[src/rtl/pscl_pkg.sv]
package pscl_pkg;

  // Front cell state: {first flop, second flop}
  typedef enum logic [1:0] {
    CS_00  = 2'b00,
    CS_01  = 2'b01,
    CS_BAD = 2'b10,
    CS_11  = 2'b11
  } cell_st_t;

  localparam int unsigned RSYNC_DEPTH = 2;

endpackage

[src/rtl/pscl_rst_sync.sv]
module pscl_rst_sync #(
  parameter int unsigned DEPTH = pscl_pkg::RSYNC_DEPTH
) (
  input  logic clk,
  input  logic arst_n,
  output logic srst_n
);

  logic [DEPTH-1:0] sync_q;
  logic [DEPTH-1:0] sync_d;

  always_comb begin
    sync_d = {sync_q[DEPTH-2:0], 1'b1};
  end

  always_ff @(posedge clk or negedge arst_n) begin
    if (!arst_n) begin
      sync_q <= '0;
    end else begin
      sync_q <= sync_d;
    end
  end

  assign srst_n = sync_q[DEPTH-1];

endmodule

[src/rtl/pscl_cell23.sv]
module pscl_cell23
  import pscl_pkg::*;
(
  input  logic clk,
  input  logic rst_n,
  input  logic ctl_i,   // 1: divide by 2, 0: divide by 3
  output logic end_o    // last input cycle of a cell period
);

  cell_st_t st_q;
  cell_st_t st_d;

  always_comb begin
    case (st_q)
      CS_00:   st_d = CS_01;
      CS_01:   st_d = ctl_i ? CS_00 : CS_11;
      CS_11:   st_d = CS_00;
      default: st_d = CS_11;  // recovery from the illegal code
    endcase
  end

  always_ff @(posedge clk or negedge rst_n) begin
    if (!rst_n) begin
      st_q <= CS_00;
    end else begin
      st_q <= st_d;
    end
  end

  always_comb begin
    end_o = ((st_q == CS_01) && ctl_i) || (st_q == CS_11);
  end

  AST_CELL_IDLE: assert property (@(posedge clk) disable iff (!rst_n)
    (ctl_i && (st_q != CS_11)) |=> $stable(st_q[1]))
    else $error("first flop moved while control high");

  AST_CELL_RECOVER: assert property (@(posedge clk) disable iff (!rst_n)
    (st_q == CS_BAD) |=> (st_q == CS_11))
    else $error("illegal cell state not recovered");

  AST_CELL_DIV3_PATH: assert property (@(posedge clk) disable iff (!rst_n)
    ((st_q == CS_01) && !ctl_i) |=> (st_q == CS_11))
    else $error("divide-by-3 step skipped");

endmodule

[src/rtl/pscl_tstage.sv]
module pscl_tstage (
  input  logic clk,
  input  logic rst_n,
  input  logic en_i,   // advance this stage
  output logic q_o,
  output logic en_o    // carry: this stage falls 1 -> 0
);

  logic q_q;
  logic q_d;

  always_comb begin
    q_d = en_i ? ~q_q : q_q;
  end

  always_ff @(posedge clk or negedge rst_n) begin
    if (!rst_n) begin
      q_q <= 1'b0;
    end else begin
      q_q <= q_d;
    end
  end

  assign q_o  = q_q;
  assign en_o = en_i & q_q;

  AST_STAGE_ONLY_ON_EN: assert property (@(posedge clk) disable iff (!rst_n)
    !en_i |=> $stable(q_q))
    else $error("stage moved without enable");

endmodule

[src/rtl/pscl_dual_mod.sv]
module pscl_dual_mod #(
  parameter int unsigned NSTAGE = 4
) (
  input  logic clk,
  input  logic rst_n,
  input  logic mode_i,
  output logic clk_o,
  output logic tick_o
);

  localparam int unsigned CNT_W = NSTAGE;

  logic             srst_n;
  logic             cell_end;
  logic             cell_ctl;
  logic [NSTAGE:0]  carry;
  logic [CNT_W-1:0] sq;
  logic             mode_q;
  logic             mode_d;

  pscl_rst_sync u_rsync (
    .clk    (clk),
    .arst_n (rst_n),
    .srst_n (srst_n)
  );

  pscl_cell23 u_cell (
    .clk   (clk),
    .rst_n (srst_n),
    .ctl_i (cell_ctl),
    .end_o (cell_end)
  );

  assign carry[0] = cell_end;

  for (genvar g = 0; g < NSTAGE; g++) begin : g_stage
    pscl_tstage u_st (
      .clk   (clk),
      .rst_n (srst_n),
      .en_i  (carry[g]),
      .q_o   (sq[g]),
      .en_o  (carry[g+1])
    );
  end

  // OR of inverted stage outputs and the sampled mode
  always_comb begin
    cell_ctl = (|(~sq)) | mode_q;
  end

  always_comb begin
    mode_d = carry[NSTAGE] ? mode_i : mode_q;
  end

  always_ff @(posedge clk or negedge srst_n) begin
    if (!srst_n) begin
      mode_q <= 1'b1;
    end else begin
      mode_q <= mode_d;
    end
  end

  assign tick_o = carry[NSTAGE];
  assign clk_o  = sq[CNT_W-1];

  AST_TICK_ISOLATED: assert property (@(posedge clk) disable iff (!srst_n)
    tick_o |=> !tick_o)
    else $error("tick held for two cycles");

  AST_WRAP_AFTER_TICK: assert property (@(posedge clk) disable iff (!srst_n)
    tick_o |=> (sq == '0))
    else $error("stage counter did not wrap");

  AST_CLK_RISE_ON_END: assert property (@(posedge clk) disable iff (!srst_n)
    $rose(clk_o) |-> $past(cell_end))
    else $error("divided clock rose outside a cell boundary");

  AST_RESET_QUIET: assert property (@(posedge clk)
    !srst_n |-> (!tick_o && !clk_o))
    else $error("outputs active in reset");

endmodule

[config.mk]
export PLATFORM = sky130hd
export DESIGN_NAME = pscl_dual_mod
export DESIGN_NICKNAME = d
export VERILOG_FILES = /design/src/rtl/pscl_pkg.sv /design/src/rtl/pscl_rst_sync.sv /design/src/rtl/pscl_cell23.sv /design/src/rtl/pscl_tstage.sv /design/src/rtl/pscl_dual_mod.sv
export SDC_FILE = /design/constraint.sdc
export NUM_CORES = 1
export LEC_CHECK = 0
export BUFFER_PORTS_ARGS = -buffer_cell sky130_fd_sc_hd__buf_2
export CORE_AREA = 2 2 39 41
export DETAILED_ROUTE_END_ITERATION = 6
export DIE_AREA = 0 0 41 43
export GPL_TIMING_DRIVEN = 0
export SYNTH_ARGS = -nofsm -noshare
export SYNTH_HDL_FRONTEND = slang
export SYNTH_HIERARCHICAL = 1
export SYNTH_SLANG_ARGS = --single-unit
[constraint.sdc]
create_clock -name clk -period 1.7 [get_ports clk]
set_input_delay 0.085 -clock clk [delete_from_list [all_inputs] [get_ports clk]]
set_output_delay 0.085 -clock clk [all_outputs]
set_load 0.03 [all_outputs]
== Word-level counts from Yosys, hierarchy flattened ==
Index checks and enable logic that the tools add are counted.
Storage, ports and cells
  bits in registers: 9
  input port bits: 3
  output and inout port bits: 2
  word-level logic and storage cells: 25
Cells by class
  equality and inequality tests: 2
  multiplexer cells: 2
  bitwise gates (word level): 10
  reduce and logical (&&, ||, !) cells: 4
Operators with widths (number)
  2-bit case mux with 3 select lines: 1
  1-bit bitwise AND: 4
  1-bit NOT: 4
  4-bit NOT: 1
  4-bit OR reduction: 1
  2-bit by 1-bit equality test with 1-bit output, second input constant: 1
  2-bit equality test, second input constant: 1
  2-bit logical NOT: 1
  2-bit two-way mux: 1
  1-bit logical AND: 1
  1-bit logical OR: 1
  1-bit bitwise OR: 1

== Longest topological paths before layout ==
Gate-level depths: netlist of the first run.
  depth in word-level cells: 9
  mapped depth: 8
  gate-level depth less buffers: 8

== By module ==
Netlist of the first run, hierarchy kept.
By module, submodules not included
  pscl_tstage: times used 4, cells an instance 3, area each 41.3 µm², seq. area each 25.0 µm²
  pscl_cell23: times used 1, cells an instance 6, area each 77.6 µm², seq. area each 50.0 µm²
  pscl_dual_mod: times used 1, cells an instance 4, area each 53.8 µm², seq. area each 26.3 µm²
  pscl_rst_sync: times used 1, cells an instance 3, area each 53.8 µm², seq. area each 50.0 µm²

== Worst setup path after synthesis of the first run ==
OpenSTA, ideal clock, no wires.
  path type: flip-flop to flip-flop
  start: register g_stage[3].u_st.q_q
  end: register mode_q
  library setup time: 82 ps
  data arrival time: 2033 ps
  required time: 1618 ps
  path slack: -415 ps
  cell stages (with the launch flop): 8
  path buffers: 0
  period minus slack after synthesis: 2115 ps
  path through: dfrtp_1 -> nand4_1 -> o21a_1 -> and2_2 -> and2_2 -> and2_2 -> and2_2 -> mux2_4
On the way
  cells in the longest elaborated chain, start to end: 9
RTL lines
  from (decl): RTL line pscl_tstage.sv:9  | logic q_q;
  from (signal assigned): RTL line pscl_tstage.sv:20  | q_q <= q_d;
  4-bit NOT: RTL line pscl_dual_mod.sv:48  | cell_ctl = (|(~sq)) | mode_q;
  4-bit OR reduction: RTL line pscl_dual_mod.sv:48
  1-bit bitwise OR: RTL line pscl_dual_mod.sv:48
  via cell_ctl: RTL line pscl_dual_mod.sv:15  | logic cell_ctl;
  1-bit logical AND: RTL line pscl_cell23.sv:31  | end_o = ((st_q == CS_01) && ctl_i) || (st_q == CS_11);
  1-bit logical OR: RTL line pscl_cell23.sv:31
  via carry[0]: RTL line pscl_dual_mod.sv:16  | logic [NSTAGE:0] carry;
  1-bit bitwise AND: RTL line pscl_tstage.sv:25  | assign en_o = en_i & q_q;
  via carry[1]: RTL line pscl_dual_mod.sv:16
  1-bit bitwise AND: RTL line pscl_tstage.sv:25
  via carry[2]: RTL line pscl_dual_mod.sv:16
  1-bit bitwise AND: RTL line pscl_tstage.sv:25
  via carry[3]: RTL line pscl_dual_mod.sv:16
  1-bit bitwise AND: RTL line pscl_tstage.sv:25
  via tick_o: RTL line pscl_dual_mod.sv:8  | output logic tick_o
  to (signal assigned): RTL line pscl_dual_mod.sv:59  | mode_q <= mode_d;
  to (decl): RTL line pscl_dual_mod.sv:18  | logic mode_q;
The timed path passes the listed nets, and every way through them passes these cells.
A chain may end at the register's enable or synchronous reset.

== Worst setup path in the final report of the first run ==
  start: register g_stage[1].u_st.q_q
  end: output port tick_o
On the way
  cells in the longest elaborated chain, start to end: 9
RTL lines (RTL line)
  from (decl): pscl_tstage.sv:9
  from (signal assigned): pscl_tstage.sv:20
  4-bit NOT: pscl_dual_mod.sv:48
  4-bit OR reduction: pscl_dual_mod.sv:48
  1-bit bitwise OR: pscl_dual_mod.sv:48
  via cell_ctl: pscl_dual_mod.sv:15
  1-bit logical AND: pscl_cell23.sv:31
  1-bit logical OR: pscl_cell23.sv:31
  via carry[0]: pscl_dual_mod.sv:16
  1-bit bitwise AND: pscl_tstage.sv:25
  via carry[1]: pscl_dual_mod.sv:16
  1-bit bitwise AND: pscl_tstage.sv:25
  via carry[2]: pscl_dual_mod.sv:16
  1-bit bitwise AND: pscl_tstage.sv:25
  via carry[3]: pscl_dual_mod.sv:16
  1-bit bitwise AND: pscl_tstage.sv:25
  to (decl): pscl_dual_mod.sv:8
The timed path passes the listed nets, and every way through them passes these cells.

==> flow_summary.ini, run 1 <==
[status]
outcome = finished with violations
violations = setup timing

[pwr]
p_leak_uw = 0.000242
powerDensity_nw_per_um2 = 811
ir_drop_mv = 0.324

[global_routing]
grt_max_degree = 8
grt_pass1_vias = 202
grt_pass1_wl_um = 772
antenna_found_initial = 0
grt_overflow = 0
gr-usage-all-layers_pct = 7.66

[synthesis]
synth_compound_area_share_pct = 2.14
synthTopCellsByArea = dfrtp_1 57%, xor2_1 10%, and2_2 8.6%
yosys.cell_types.count = 12
netlist_area_um2 = 350
synth_fa_ha_area_share_pct = 0
ys_warn_count = 6
synth_top_area_cell = dfrtp_1
ys_ff_latch = 9
synth_top_family_by_area = simple AND/OR/NAND/NOR gates
synth-simple-area-share_pct = 13.9
synthXorXnorAreaFrac_pct = 10.0
synth_nets = 28
synthCells = 25
yosysSeqAreaShare_pct = 64.6
muxShareOfSynthArea_pct = 7.14
avgSynthCellArea_um2 = 14.0
synth_top_area_share_pct = 57.1

[placement]
post-place-ws_ns = -0.103
hpwl_um = 369
place_congestion = 0.597
io_buffer_count = 4
placed_cells = 45

[hold_path]
hp-start = mode_i
hold-path-cell-count = 2
min_path_type = primary input to register
min_to = mode_q

[worst_setup_path]
rrSetupSlack_ns = 0.01
r2r_start = mode_q
required_ns = 1.62
r2r_cells = 8
cp-start-kind = register
crit_type = register to primary output
arrival_ns = 1.71
cp-end-kind = primary output
critPathMaxFanout = 2
reg2reg_to = mode_q

[timing]
finalMaxSlewViolations = 0
finalSetupViolCount = 1
hold_viol = 0
worst_clock_skew_ns = 0.00247
fin_crit_sh_pct = 105
fmax_mhz = 558
fin_ws_ns = -0.0917
rsz0062_at_grt = true
finalCriticalPeriod_ns = 1.79

[finish]
fin_cells = 55
layout-drive-gt1-share_pct = 48.7
antenna_cells = 0
area_delta_synth_final_pct = 36.1
final_nets = 43

[die]
die_height_um = 43
core-area_um2 = 1380
initial_core_util_pct = 25.3
dieArea_um2 = 1760
rows = 14
io_pins = 5
fp.dieW_um = 41

[drt]
ant_nets = 0
drc = 0
drt-wirelength-per-cell_um = 9.29
drt_pass1_iterations = 2
finalWirelength_um = 511
vias_per_cell = 4.04
vias = 222
drt_iter0_markers = 3

[clock_tree]
clockRootBuffer = clkbuf_4
cts_buffer_depth = 2
clkTransAtPathRegs_ns = 0.06
clk_latency_ns = 0.25
cts_tree = yes
clock_sinks = 9
cts_buffers = 3
ctsHtreeMaxLevel = 1

[run]
maxCapViolations = 0
what timing repair did:
| action | in CTS | in global routing |
|---|---|---|
| hold buffers | 1 | 0 |
| pin swaps | 2 | 0 |
| resized for setup | 2 | 0 |
| setup buffers | 5 | 0 |
| endpoints found under the hold margin | 2 | 0 |
| setup endpoints to repair | 2 | 2 |
per-stage QoR:
| stage | power [µW] | setup TNS (ns) | cell area, µm² | hold slack (ns) | utilization, % |
|---|---|---|---|---|---|
| global route | 413 | -0.240 | 477 | 0.0516 | 34.4 |
| floorplan | 228 | -0.0853 | 357 | -0.211 | - |
| detailed placement | 232 | -0.103 | 397 | -0.128 | 28.7 |
| CTS | 395 | -0.118 | 477 | 0.0640 | 34.4 |
| global placement | 231 | -0.0806 | 397 | -0.130 | 28.7 |
| finish | 387 | -0.0917 | 477 | 0.0685 | 34.4 |
worst max-delay path by stage:
| stage | from | endpoint | slack (ns) | cells past startpoint |
|---|---|---|---|---|
| after detailed placement | g_stage[1].u_st/q_o | mode_q | -0.10 | 8 |
| final | g_stage[1].u_st/q_o | tick_o | -0.09 | 8 |
| after global placement | g_stage[1].u_st/q_o | mode_q | -0.08 | 8 |
| after CTS | mode_q | tick_o | -0.11 | 8 |
| after global routing | g_stage[1].u_st/q_o | tick_o | -0.18 | 8 |
| after floorplan | mode_q | mode_q | -0.09 | 8 |
per-layer routing:
metal / routed length [µm] / track usage (%) / vias to the layer above / share of wire, %
met4: 0 / 6.00 / 0 / 0
met3: 36 / 6.28 / 0 / 7.0
li1: - / - / 105 / -
met2: 299 / 10.6 / 5 / 59
met1: 176 / 6.80 / 112 / 34
met5: 0 / 0 / - / 0
kinds of logic after synthesis:
kind of cell / count (synthesis)
simple gates: 7
buf+inv: 1
flops: 9
xor+xnor: 4
compound gates: 1
mux: 2
other cells: 1
synth_stat cells:
master	instances
mux2i_1	1
o21a_1	1
mux2_4	1
nand2b_1	1
nand4_1	1
dfstp_2	1
and2_2	4
nor2b_1	1
xor2_1	4
conb_1	1
dfrtp_1	8
inv_1	1
power by group:
| part | leakage (µW) | switching (µW) | internal (µW) |
|---|---|---|---|
| Clock | 0.0000150 | 67.3 | 90.0 |
| Sequential | 0.000113 | 3.91 | 219 |
| Combinational | 0.000114 | 1.93 | 4.64 |
| Total | 0.000242 | 73.2 | 313 |
layout make-up:
type / count / area [µm²]
Fill cell: 149 / 907
Sequential cell: 9 / 228
Multi-Input combinational cell: 15 / 125
Timing Repair Buffer: 10 / 73.8
Clock buffer: 4 / 26.3
Tap cell: 16 / 20.0
Inverter: 1 / 3.75
flip-flops by register name, summed over array words and instances (netlist names):
register / cells
u_cell/st_q: 2
mode_q: 1
g_stage.u_st/q_o: 4
u_rsync/sync_q: 2
cells in the final DEF, fill, tap and decap left out:
master         count
and2_4             4
buf_2              3
buf_4              5
buf_6              1
clkbuf_1           1
clkbuf_4           3
conb_1             1
dfrtp_1            7
dfrtp_2            1
dfstp_2            1
dlygate4sd3_1      1
inv_1              1
mux2_4             1
mux2i_1            1
nand2b_1           1
nand4_1            1
nor2b_1            1
o21a_1             1
xor2_1             4
worst max-delay path, cell delays in order (launching register included):
cell	delay, ns
dfrtp_1	0.35
nor2b_1	0.13
nand4_1	0.10
o21a_1	0.20
and2_4	0.14
and2_4	0.13
and2_4	0.13
and2_4	0.16
buf_6	0.13
Power figures use the tool's default switching activity.
==> run 2, diff against run 1 <==
--- a/config.mk
+++ b/config.mk
@@ -5,6 +5,7 @@
 export SDC_FILE = /design/constraint.sdc
 export NUM_CORES = 1
 export LEC_CHECK = 0
+export ABC_AREA = 1
 export BUFFER_PORTS_ARGS = -buffer_cell sky130_fd_sc_hd__buf_2
 export CORE_AREA = 2 2 39 41
 export DETAILED_ROUTE_END_ITERATION = 6
==> run 2 against run 1 <==
The run now ends clean. Critical path depth increased by 5. Non-clock buffer count increased by 11. Cell count increased by 73%. Flip-flop and latch count unchanged. Maximum frequency increased by 6.9%. Critical endpoint is now u_cell/st_q[1]. Via count increased by 71%. First-iteration DRC count increased by 33%. Core utilization increased by 11 points. Die area unchanged. Largest cell class unchanged.
==> flow_summary.ini, run 2 <==
[synthesis]
yosys.cell_types.count = 10
yosysSeqAreaShare_pct = 56.2
synth_top_area_share_pct = 49.7
synth_flop_cell = dfrtp_1
ys_ff_latch = 9
ys_warn_count = 6
synthTopCellsByArea = dfrtp_1 50%, nand2_1 20%, inv_1 16%
synth_commonest_cells = 22 x nand2_1, 17 x inv_1, 8 x dfrtp_1
synth_edf_count = 0
netlist_area_um2 = 403
synth_nets = 57
synthCells = 54
avgSynthCellArea_um2 = 7.46
post-synth-top-count-cell = nand2_1
synth_top_area_cell = dfrtp_1
synthArstFlopShare_pct = 100

[drt]
vias_per_cell = 3.99
drt-wirelength-per-cell_um = 9.03
drt_iter0_markers = 4
ant_nets = 0
drc = 0
drt_pass1_iterations = 3
vias = 379
finalWirelength_um = 858

[hold_path]
min_path_type = primary input to register
hold-path-cell-count = 3
hp-start = mode_i

[die]
fp.dieW_um = 41
die_height_um = 43
initial_core_util_pct = 29.1
rows = 14
io_pins = 5
core-area_um2 = 1380
dieArea_um2 = 1760

[worst_setup_path]
required_ns = 1.90
cp-start-kind = register
crit_top_cell = buf_4
arrival_ns = 1.88
critPathTopFamily = buffers and inverters
crit_buf_inv = 8
slowest_delay_ns = 0.35
r2r_cells = 13
crit_slowest_cell = dfrtp_1
r2r_start = g_stage[0].u_st/q_o
crit_cells = 13
critPathMaxFanout = 2
crit_chain = nand2_1 > nor2_1 > nand2_2 > buf_4 > buf_4 > buf_4 > buf_4 > buf_4 > buf_4 > buf_4 > inv_2 > nand3_2 > nand2_1
crit_start = g_stage[0].u_st/q_o
cp-end-kind = register
crit_type = register to register

[finish]
fin_util_pct = 45.0
layout-drive-gt1-share_pct = 46.8
final_nets = 83
area_delta_synth_final_pct = 54.7
layout_commonest_cell = nand2_1
stdcell_area_um2 = 623
layout_common_cells = 17 x nand2_1, 16 x buf_4, 12 x inv_1
fin_cells = 95
largest_reg_flops = 4
antenna_cells = 0

[pwr]
power_switching_uw = 81.4
sequentialPowerShare_pct = 56.6
swShare_pct = 20.6
ir_drop_mv = 0.347
powerDensity_nw_per_um2 = 633
pwr-share-clk_pct = 41.9
p_leak_uw = 0.000365
p_int_uw = 313
p_comb_share_pct = 1.5

[clock_tree]
clk_latency_ns = 0.26
cts_tree = yes
ctsHtreeMaxLevel = 1
clkTransAtPathRegs_ns = 0.06
clockRootBuffer = clkbuf_4
cts_buffer_depth = 2
clock_sinks = 9
cts_buffers = 3

[global_routing]
grt_overflow = 0
gr-usage-all-layers_pct = 13.7
met1_usage_pct = 13.5
use_met3_pct = 3.14
antenna_found_initial = 0
grt_pass1_vias = 369
gr-usage-met2_pct = 22.2
grt_pass1_wl_um = 1500
grt_max_degree = 8
grt.busiest_layer = met2

[placement]
placed_cells = 74
post-place-ws_ns = 0.107
io_buffer_count = 4
dpl_cell_area_um2 = 443
hpwl_um = 453
place_congestion = 0.691

[timing]
worst_clock_skew_ns = 0.00441
finalMaxSlewViolations = 0
fin_crit_sh_pct = 98.6
rsz0062_at_grt = true
fin_ws_ns = 0.0238
finalSetupViolCount = 0
whs_ns = 0.0222
finalCriticalPeriod_ns = 1.68
fmax_mhz = 597
hold_viol = 0

[status]
outcome = complete, no violations

[run]
maxCapViolations = 0
==> run 2: path summary, 6_finish.rpt <==
path,slack (ns),to
min in group asynchronous,0.12,g_stage[1].u_st/q_o
setup / recovery,0.02,u_cell/st_q[1]
max in group asynchronous,1.30,mode_q
hold / removal,0.02,mode_q
hold reg to reg,0.12,g_stage[1].u_st/q_o
setup reg to reg,0.02,u_cell/st_q[1]
==> run 2: stage by stage <==
step	TNS, ns	power, µW
floorplan	0	227
global placement	0	231
global route	-0.155	412
finish	0	394
CTS	0	397
detailed placement	0	231
==> run 2: final cells by class <==
| type | count | area (µm²) |
|---|---|---|
| Fill cell | 139 | 761 |
| Multi-Input combinational cell | 27 | 126 |
| Clock buffer | 4 | 26.3 |
| Timing Repair Buffer | 21 | 156 |
| Tap cell | 16 | 20.0 |
| Inverter | 18 | 67.6 |
| Sequential cell | 9 | 226 |
==> run 2: cell families (layout without fill, tap and decap cells) <==
family                 count (synthesis)  in the layout  synth area share [%]
other                                  1              1                 0.931
buffers and inverters                 18             43                  16.8
AOI/OAI and AO/OA                      2              2                  3.42
and+or+nand+nor                       24             24                  22.7
DFF                                    9              9                  56.2
==> run 2: per-layer routing <==
layer / vias up / share of wire [%] / wire, µm
met5: - / 0 / 0
met4: 0 / 3.7 / 32
met3: 4 / 3.1 / 27
met2: 6 / 54 / 463
met1: 172 / 39 / 334
li1: 197 / - / -
==> run 2: power by group through the flow <==
stage / logic, µW / registers (µW) / clock network (µW)
2_1_floorplan: 1.20 / 226 / 0
3_3_place_gp: 4.02 / 227 / 0
3_5_place_dp: 4.22 / 227 / 0
4_1_cts: 5.96 / 223 / 168
5_1_grt: 6.45 / 224 / 181
6_report: 5.96 / 223 / 165
==> run 2: timing repair <==
item / CTS / global route
resized for setup: 9 / 3
hold buffers: 1 / 0
setup endpoints to repair: 1 / 2
buffers inserted: 14 / 2
hold endpoints to repair: 2 / 0
pin swaps: 4 / 9
==> run 2: worst register-to-register path: cells and delay by family (launching register included) <==
kind | cells | cell delay (ns)
flip-flops | 1 | 0.35
AND/OR/NAND/NOR | 5 | 0.37
buffers and inverters | 8 | 0.91
==> run 3, diff against run 2 <==
--- a/config.mk
+++ b/config.mk
@@ -13,5 +13,4 @@
 export GPL_TIMING_DRIVEN = 0
 export SYNTH_ARGS = -nofsm -noshare
 export SYNTH_HDL_FRONTEND = slang
-export SYNTH_HIERARCHICAL = 1
 export SYNTH_SLANG_ARGS = --single-unit
==> run 3 against run 2 <==
Count of clock-buffer cells in the layout stayed put. Combinational power grew to 47 times the previous value. Clock power down 3%. Synthesized cell count is 33% lower.
==> flow_summary.ini, run 3 <==
[placement]
hpwl_um = 417
post-place-ws_ns = 0.523
place_congestion = 0.698
placed_cells = 56
io_buffer_count = 4

[finish]
area_delta_synth_final_pct = 20.6
layout_commonest_cell = dfrtp_1
antenna_cells = 0
fin_util_pct = 32.3
final_nets = 49
fin_cells = 61
fill_cells = 143
layout.area.seq_um2 = 226
layout_common_cells = 8 x dfrtp_1, 6 x inv_1, 5 x nand2_1
multi_input_area_um2 = 121
layout-drive-gt1-share_pct = 24.4
largest_reg_flops = 4

[synthesis]
synth_commonest_cells = 8 x dfrtp_1, 6 x inv_1, 5 x nand2_1, 3 x nand3_1, 3 x nor2_1
ys_warn_count = 0
synthTopCellsByArea = dfrtp_1 54%, dfstp_2 7.1%, inv_1 6.1%
post-synth-top-count-cell = dfrtp_1
synth_top_area_cell = dfrtp_1
yosysSeqAreaShare_pct = 61.1
synthArstFlopShare_pct = 100
synth_nets = 39
synth_top_area_share_pct = 54.1
synth_flop_cell = dfrtp_1
avgSynthCellArea_um2 = 10.3
netlist_area_um2 = 370
yosys.cell_types.count = 14
ys_ff_latch = 9
synth_edf_count = 0
synthCells = 36

[timing]
hold_viol = 0
fin_crit_sh_pct = 84.9
finalSetupViolCount = 0
finalCriticalPeriod_ns = 1.44
fin_ws_ns = 0.257
whs_ns = 0.0471
fmax_mhz = 693
finalMaxSlewViolations = 0
setup_tns_ns = 0
worst_clock_skew_ns = 0.00287
rsz0062_at_grt = false

[global_routing]
gr-usage-all-layers_pct = 8.25
antenna_found_initial = 0
grt_pass1_wl_um = 924
grt_overflow = 0
grt_max_degree = 8
grt_pass1_vias = 242

[drt]
drt_pass1_iterations = 1
ant_nets = 0
drt_iter0_markers = 0
drc = 0
vias = 252
finalWirelength_um = 541
vias_per_cell = 4.13
drt-wirelength-per-cell_um = 8.87

[clock_tree]
ctsResizeCount = 0
cts_buffer_depth = 2
clkTransAtPathRegs_ns = 0.06
clock_sinks = 9
clockRootBuffer = clkbuf_4
cts_buffers = 3
cts_tree = yes
clk_latency_ns = 0.26
ctsHtreeMaxLevel = 1

[die]
dieArea_um2 = 1760
initial_core_util_pct = 26.8
fp.dieW_um = 41
core-area_um2 = 1380
io_pins = 5
die_height_um = 43
rows = 14

[worst_setup_path]
rrSetupSlack_ns = 0.56
cp-start-kind = register
r2r_start = mode_q
reg2reg_to = g_stage[3].u_st.q_o
r2r_cells = 6
critPathMaxFanout = 4
crit_type = register to primary output
required_ns = 1.62
cp-end-kind = primary output
arrival_ns = 1.36

[hold_path]
hp-start = mode_i
hold-path-cell-count = 3
min_to = mode_q
min_path_type = primary input to register

[run]
maxCapViolations = 0

[pwr]
ir_drop_mv = 0.647
p_leak_uw = 0.000228
powerDensity_nw_per_um2 = 1870

[status]
outcome = complete, no violations
[run 3: through the flow]
step | total power, µW | instance area, µm²
after floorplan | 617 | 370
after global placement | 679 | 410
after detailed placement | 683 | 410
after CTS | 854 | 447
after global routing | 910 | 447
final | 836 | 447
[run 3: area by class of cell]
| class | instances | area share, % |
|---|---|---|
| clock buffers | 4 | 5.88 |
| inverters | 6 | 5.04 |
| multi-input cells | 21 | 27.2 |
| flip-flops and latches | 9 | 50.7 |
| well taps | 16 | 4.48 |
| repair buffers | 5 | 6.72 |
[run 3: cell families (layout without fill, tap and decap cells)]
logic type | count (synthesis) | after routing | share of synthesized area, %
simple gates | 14 | 14 | 19.9
other cells | 1 | 1 | 1.01
buf+inv | 6 | 15 | 6.08
compound gates | 5 | 5 | 9.46
flops | 9 | 9 | 61.1
xor+xnor | 1 | 1 | 2.37
[run 3: how the worst max path moves through the flow]
stage	start	endpoint	cells past startpoint	slack (ns)
global placement	mode_q	tick_o	5	0.52
global route	g_stage[3].u_st.q_o	tick_o	6	0.11
floorplan	g_stage[3].u_st.q_o	tick_o	5	0.31
detailed placement	mode_q	tick_o	5	0.52
CTS	mode_q	tick_o	5	0.23
finish	mode_q	tick_o	5	0.26
[run 3: per-layer routing]
metal	vias to the layer above	wire, µm	track usage [%]
li1	130	-	-
met1	116	256	10.8
met2	4	250	9.69
met3	2	22	3.14
met4	0	11	8.00
met5	-	0	0
[run 3: power by group]
part | total (µW) | internal [µW] | leakage, µW | switching [µW]
Combinational | 282 | 114 | 0.000109 | 168
Clock | 160 | 90.1 | 0.0000150 | 69.7
Sequential | 394 | 313 | 0.000104 | 81.7
[run 3: timing repair]
| action | 4_1_cts | 5_1_grt |
|---|---|---|
| hold buffers | 1 | 0 |
| setup endpoints to repair | 0 | 0 |
| setup buffers | 0 | 0 |
| endpoints found under the hold margin | 2 | 0 |
[run 3: critical path: stages, from the launching register on]
cell     delay (ns)
dfstp_2        0.53
nor2_1         0.04
nand3_2        0.09
nand4_2        0.13
nor2_1         0.11
buf_2          0.20
